### src/rtl/nrz_tx_pkg.sv
// Package: shared constants and helpers for the NRZ transmit serializer.
// Assumes: byte width of 8 is the only width the host side uses.
package nrz_tx_pkg;

    localparam int unsigned BYTE_BITS = 8;

    // Bit period in clock cycles for a given base divider and selection.
    function automatic int unsigned bit_period(input int unsigned base_div,
                                               input int unsigned sel);
        return base_div << sel;
    endfunction

endpackage

### src/rtl/nrz_baud_timer.sv
// Module: bit-period timer. Counts clock cycles inside one bit and raises
// bit_end on the last cycle of the bit.
// Assumes: sel is stable while active is high; clear forces the count to 0.
module nrz_baud_timer #(
    parameter int unsigned BASE_DIV = 4,
    parameter int unsigned SEL_W    = 2
) (
    input  logic             clk,
    input  logic             rst_n,
    input  logic             active,
    input  logic             clear,
    input  logic [SEL_W-1:0] sel,
    output logic             bit_end
);
    localparam int unsigned MAX_PERIOD = nrz_tx_pkg::bit_period(BASE_DIV, (1 << SEL_W) - 1);
    localparam int unsigned CW         = $clog2(MAX_PERIOD) + 1;

    logic [CW-1:0] cnt_q;
    logic [CW-1:0] period;

    // Current bit length for the selected rate.
    always_comb begin
        period = CW'(BASE_DIV) << sel;
    end

    // Last cycle of the bit is reached when the count hits period-1.
    always_comb begin
        bit_end = active && (cnt_q == period - CW'(1));
    end

    // Cycle counter inside one bit.
    always_ff @(posedge clk) begin
        if (!rst_n) begin
            cnt_q <= '0;
        end else if (clear || bit_end) begin
            cnt_q <= '0;
        end else if (active) begin
            cnt_q <= cnt_q + CW'(1);
        end
    end
endmodule

### src/rtl/nrz_tx_holdbuf.sv
// Module: one-byte holding buffer between host and shifter.
// Assumes: take is only raised while full is high, so a write and a take
// never meet in the same cycle.
module nrz_tx_holdbuf #(
    parameter int unsigned BYTE_W = 8
) (
    input  logic              clk,
    input  logic              rst_n,
    input  logic              wr_valid,
    input  logic [BYTE_W-1:0] wr_data,
    input  logic              take,
    output logic              full,
    output logic [BYTE_W-1:0] data
);
    logic              full_q;
    logic [BYTE_W-1:0] data_q;
    logic              accept;

    // A write lands only in an empty buffer.
    always_comb begin
        accept = wr_valid && !full_q;
    end

    // Occupancy flag and stored byte.
    always_ff @(posedge clk) begin
        if (!rst_n) begin
            full_q <= 1'b0;
            data_q <= '0;
        end else if (take) begin
            full_q <= 1'b0;
        end else if (accept) begin
            full_q <= 1'b1;
            data_q <= wr_data;
        end
    end

    assign full = full_q;
    assign data = data_q;
endmodule

### src/rtl/nrz_tx_shifter.sv
// Module: byte shift engine. Loads from the holding buffer, shifts MSB first
// on each bit end, reloads back-to-back, and reports byte completion.
// Assumes: bit_end comes from a timer gated by this module's busy output and
// run.
module nrz_tx_shifter #(
    parameter int unsigned BYTE_W = 8
) (
    input  logic              clk,
    input  logic              rst_n,
    input  logic              run,
    input  logic              buf_full,
    input  logic [BYTE_W-1:0] buf_data,
    input  logic              bit_end,
    output logic              take,
    output logic              busy,
    output logic              msb,
    output logic              done_set
);
    localparam int unsigned BCW = $clog2(BYTE_W);

    logic              busy_q;
    logic [BYTE_W-1:0] shreg_q;
    logic [BCW-1:0]    bcnt_q;
    logic              last_bit;

    // Final bit of the byte is on the line.
    always_comb begin
        last_bit = (bcnt_q == BCW'(BYTE_W - 1));
    end

    // Load when idle, or at the end of the final bit, if a byte is waiting.
    always_comb begin
        take = run && buf_full && (!busy_q || (bit_end && last_bit));
    end

    // Byte finished with nothing queued behind it.
    always_comb begin
        done_set = run && busy_q && bit_end && last_bit && !buf_full;
    end

    // Shift register, bit counter and busy state.
    always_ff @(posedge clk) begin
        if (!rst_n) begin
            busy_q  <= 1'b0;
            shreg_q <= '0;
            bcnt_q  <= '0;
        end else if (!run) begin
            busy_q <= 1'b0;
            bcnt_q <= '0;
        end else if (take) begin
            busy_q  <= 1'b1;
            shreg_q <= buf_data;
            bcnt_q  <= '0;
        end else if (busy_q && bit_end) begin
            if (last_bit) begin
                busy_q <= 1'b0;
            end else begin
                shreg_q <= shreg_q << 1;
                bcnt_q  <= bcnt_q + BCW'(1);
            end
        end
    end

    assign busy = busy_q;
    assign msb  = shreg_q[BYTE_W-1];
endmodule

### src/rtl/nrz_tx_serializer.sv
// Module: top of the NRZ transmit serializer. Ties the holding buffer, shift
// engine and bit timer together and produces the status levels.
// Assumes: baud_sel is changed only while tx_active is low.
module nrz_tx_serializer #(
    parameter int unsigned BASE_DIV = 4,
    parameter int unsigned SEL_W    = 2,
    parameter int unsigned BYTE_W   = nrz_tx_pkg::BYTE_BITS
) (
    input  logic              clk,
    input  logic              rst_n,
    input  logic              enable,
    input  logic              powerdown,
    input  logic [SEL_W-1:0]  baud_sel,
    input  logic              wr_valid,
    input  logic [BYTE_W-1:0] wr_data,
    output logic              tx_bit,
    output logic              tx_active,
    output logic              buf_ready,
    output logic              tx_done
);
    logic              run;
    logic              buf_full;
    logic [BYTE_W-1:0] buf_data;
    logic              take;
    logic              busy;
    logic              msb;
    logic              done_set;
    logic              bit_end;
    logic              accepted;
    logic              done_q;

    // Block runs only when enabled and not powered down.
    always_comb begin
        run      = enable && !powerdown;
        accepted = wr_valid && !buf_full;
    end

    nrz_tx_holdbuf #(.BYTE_W(BYTE_W)) u_buf (
        .clk      (clk),
        .rst_n    (rst_n),
        .wr_valid (wr_valid),
        .wr_data  (wr_data),
        .take     (take),
        .full     (buf_full),
        .data     (buf_data)
    );

    nrz_tx_shifter #(.BYTE_W(BYTE_W)) u_shift (
        .clk      (clk),
        .rst_n    (rst_n),
        .run      (run),
        .buf_full (buf_full),
        .buf_data (buf_data),
        .bit_end  (bit_end),
        .take     (take),
        .busy     (busy),
        .msb      (msb),
        .done_set (done_set)
    );

    nrz_baud_timer #(.BASE_DIV(BASE_DIV), .SEL_W(SEL_W)) u_timer (
        .clk     (clk),
        .rst_n   (rst_n),
        .active  (busy && run),
        .clear   (!busy || !run),
        .sel     (baud_sel),
        .bit_end (bit_end)
    );

    // Transmission-complete level: set on an empty finish, cleared by a write.
    always_ff @(posedge clk) begin
        if (!rst_n) begin
            done_q <= 1'b0;
        end else if (accepted) begin
            done_q <= 1'b0;
        end else if (done_set) begin
            done_q <= 1'b1;
        end
    end

    // Output qualifier and level; low level while at bias.
    always_comb begin
        tx_active = busy && run;
        tx_bit    = tx_active && msb;
        buf_ready = !buf_full;
        tx_done   = done_q;
    end
endmodule

### config.mk
export PLATFORM = sky130hd
export DESIGN_NAME = nrz_tx_serializer
export DESIGN_NICKNAME = d
export VERILOG_FILES = /design/src/rtl/nrz_tx_pkg.sv /design/src/rtl/nrz_baud_timer.sv /design/src/rtl/nrz_tx_holdbuf.sv /design/src/rtl/nrz_tx_shifter.sv /design/src/rtl/nrz_tx_serializer.sv
export SDC_FILE = /design/constraint.sdc
export NUM_CORES = 1
export LEC_CHECK = 0
export ABC_AREA = 1
export BUFFER_PORTS_ARGS = -buffer_cell sky130_fd_sc_hd__buf_2
export CAP_MARGIN = 20
export CORE_MARGIN = 5
export CORE_UTILIZATION = 45
export CTS_BUF_LIST = sky130_fd_sc_hd__clkbuf_2
export DETAILED_ROUTE_END_ITERATION = 12
export GPL_TIMING_DRIVEN = 0
export PLACE_DENSITY = 0.68
export REMOVE_ABC_BUFFERS = 1
export SYNTH_ARGS = -nofsm -noshare
export SYNTH_HDL_FRONTEND = slang
export SYNTH_SLANG_ARGS = --single-unit
### constraint.sdc
create_clock -name clk -period 1.8 [get_ports clk]
set_clock_uncertainty 0.2 [all_clocks]
set_input_delay 0.09 -clock clk [delete_from_list [all_inputs] [get_ports clk]]
set_output_delay 0.09 -clock clk [all_outputs]
set_load 0.02 [all_outputs]
==> results.cfg <==
[run_status]
status = finished with violations
violations = negative setup slack

[grt]
grt_pass1_wl_um = 5110
antenna_found_initial = 0
grt_pass1_vias = 1221
grt_max_degree = 17
gr-usage-all-layers_pct = 15.2
globalRouteOverflowTotal = 0

[logic_synthesis]
synth_seq_cells = 28
netlist_instances = 185
ys_warn_count = 0
ys_types = 28
synth.cell_area_um2 = 1350
ys_seq_area_share_pct = 41.7
synth_area_leaders = dfxtp_1 42%, nand2_1 9.8%, a21oi_1 7.1%
avgSynthCellArea_um2 = 7.27
yosysTopAreaCell = dfxtp_1
synth.top_cell.area_share_pct = 41.7

[die]
initial_core_util_pct = 47.9
fp.dieW_um = 64.7
io_pins = 19
placementRows = 19
die_h_um = 64.7
core_area_um2 = 2810
dieArea_um2 = 4180

[sta]
hold_viol_final = 0
setup_ws_ns = -0.000774
max_slew_margin_pct = 68.2
fmax_ghz = 0.555
setup_viol = 1
slew_violations = 0
worst_pin_slew_ns = 0.477
rsz0062_at_grt = yes
finalSetupTns_ns = -0.000774
period_minus_slack_ns = 1.80
min_period_over_period_pct = 100

[power]
ir_drop_mv = 0.374
power_leakage_nw = 0.755
power_density_nw_per_um2 = 567
finalPower_w = 0.00101

[final_layout]
syn_to_final_growth_pct = 32.5
nets = 246
finish.utilization_pct = 63.5
stdcell_count = 258
drive_gt1_share_pct = 25.1
diodes = 0

[clock_tree]
insertion_delay_ns = 0.38
path_clk_slew_ns = 0.24
clockBufferDepth = 2
root_buffer = clkbuf_2
numCtsBuffers = 3
clock_sinks = 28
h-tree-depth = 1
cts_tree = done

[critical_path]
path_cells = ha_4, inv_2, nor2_1, nand2_1, nor2_4, inv_2, nor2_4, buf_4, nand4_1, nand2_1, nand2_1, a21oi_1
end_kind = flip-flop
r2r_setup_slack_ns = -0.0008
cp_data_arrival_time_ns = 1.92
crit_fanout = 5
path_common_cell = nand2_1
critPathMaxStageDelay_ns = 0.41
slowest_stage = dfxtp_2
required_ns = 1.92
path_class = flip-flop to flip-flop
worst_setup_path_start_kind = flip-flop
reg2reg_to = u_shift.shreg_q[7]
ff2ff_path_depth = 12
rr_startpoint = u_timer.cnt_q[0]

[hold_path]
hold_path.startpoint = powerdown
hold_path_class = input pin to flip-flop
whs_endpoint = u_shift.busy
min_path_cells = 5

[place]
dpl.cell_count = 229
gp_congestion = 0.758
port_buffers = 18
pre_cts_ws_ns = -0.321
hpwlAfterDp_um = 1980

[drt]
postRouteAntennaNets = 0
wl_um = 2880
wire_per_inst_um = 11.2
via_per_inst = 5.02
drc = 0
drt-initial-drc-count = 32
dr.pass1.iters = 4
via_count = 1294

[flow_run]
drv_cap = 0
power breakdown:
part	switching, W	internal, W	leakage, nW
sequential	0.0000101	0.000646	0.230
clock	0.000187	0.0000482	0.0140
combinational	0.0000638	0.0000554	0.511
placed cells by master (no fill, tap or decap), types with 6 or more instances in the layout:
master,count
a21oi_1,16
buf_2,18
buf_4,11
dfxtp_1,25
dlygate4sd3_1,11
inv_1,20
nand2_1,33
nand3_1,17
nand4_1,6
nor2_1,21
o21ai_0,10
worst max-delay path by stage:
| stage | start | end | slack (ns) | cells after the start |
|---|---|---|---|---|
| after floorplan | u_timer.cnt_q[0] | u_shift.shreg_q[3] | -0.07 | 12 |
| after global placement | u_timer.cnt_q[0] | u_shift.shreg_q[3] | -0.28 | 12 |
| after detailed placement | u_timer.cnt_q[0] | u_shift.shreg_q[3] | -0.32 | 12 |
| after CTS | u_timer.cnt_q[0] | u_shift.bcnt_q[0] | -0.008 | 10 |
| after global routing | u_timer.cnt_q[1] | u_shift.shreg_q[6] | -0.11 | 12 |
| final | u_timer.cnt_q[0] | u_shift.shreg_q[7] | -0.0008 | 12 |
repair_timing:
item	4_1_cts	5_1_grt
setup endpoints to repair	16	17
hold endpoints to repair	24	1
buffers inserted	13	1
hold buffers	10	1
pin swaps	7	4
gates resized for setup	10	11
critical path: cells and delay by family, from the launching register on:
family          cells  cell delay, ns
buf+inv             3            0.25
fa+ha+maj           1            0.15
flops               1            0.41
simple gates        7            0.65
compound gates      1            0.11
flip-flops by register name (all words and copies together), names as in the netlist:
name,cells
u_shift.bcnt_q,3
u_shift.shreg_q,8
u_buf.full,1
u_buf.data,8
tx_done,1
u_timer.cnt_q,6
u_shift.busy,1
synthesized netlist by cell type, drive strengths merged:
cell type	n
a21boi	1
nand3	18
buf	3
clkbuf	2
xor2	2
nand4	7
or2	1
o21ai	11
a21oi	19
nor3b	1
a31oi	1
inv	23
nand3b	2
dfxtp	28
nor2	25
nand2	38
ha	3
metal layers:
layer	up-vias	wire (um)	global-route usage, %
met5	-	0	0
met4	0	31	5.54
met3	4	114	2.59
met2	29	1530	28.9
met1	574	1210	16.8
li1	687	-	-
cells by family after synthesis:
logic type      synth area share (%)
flops                           41.7
buf+inv                         8.84
simple gates                    33.2
xor+xnor                        1.30
compound gates                  12.2
fa+ha+maj                       2.79
through the flow:
step	hold slack (ns)	cell area (um^2)
after global routing	0.0218	1780
final	0.0233	1780
after CTS	0.0132	1720
after floorplan	0.0143	1310
after detailed placement	0.118	1440
after global placement	0.112	1440
layout make-up:
class,count,area [um^2]
fill,248,1020
sequential,28,564
clock buffer,3,15.0
clock inverter,1,3.75
tap,31,38.8
timing repair buffer,43,334
inverter,23,86.3
multi-input combinational,129,739
No activity file was read; power rests on OpenSTA's default activity.
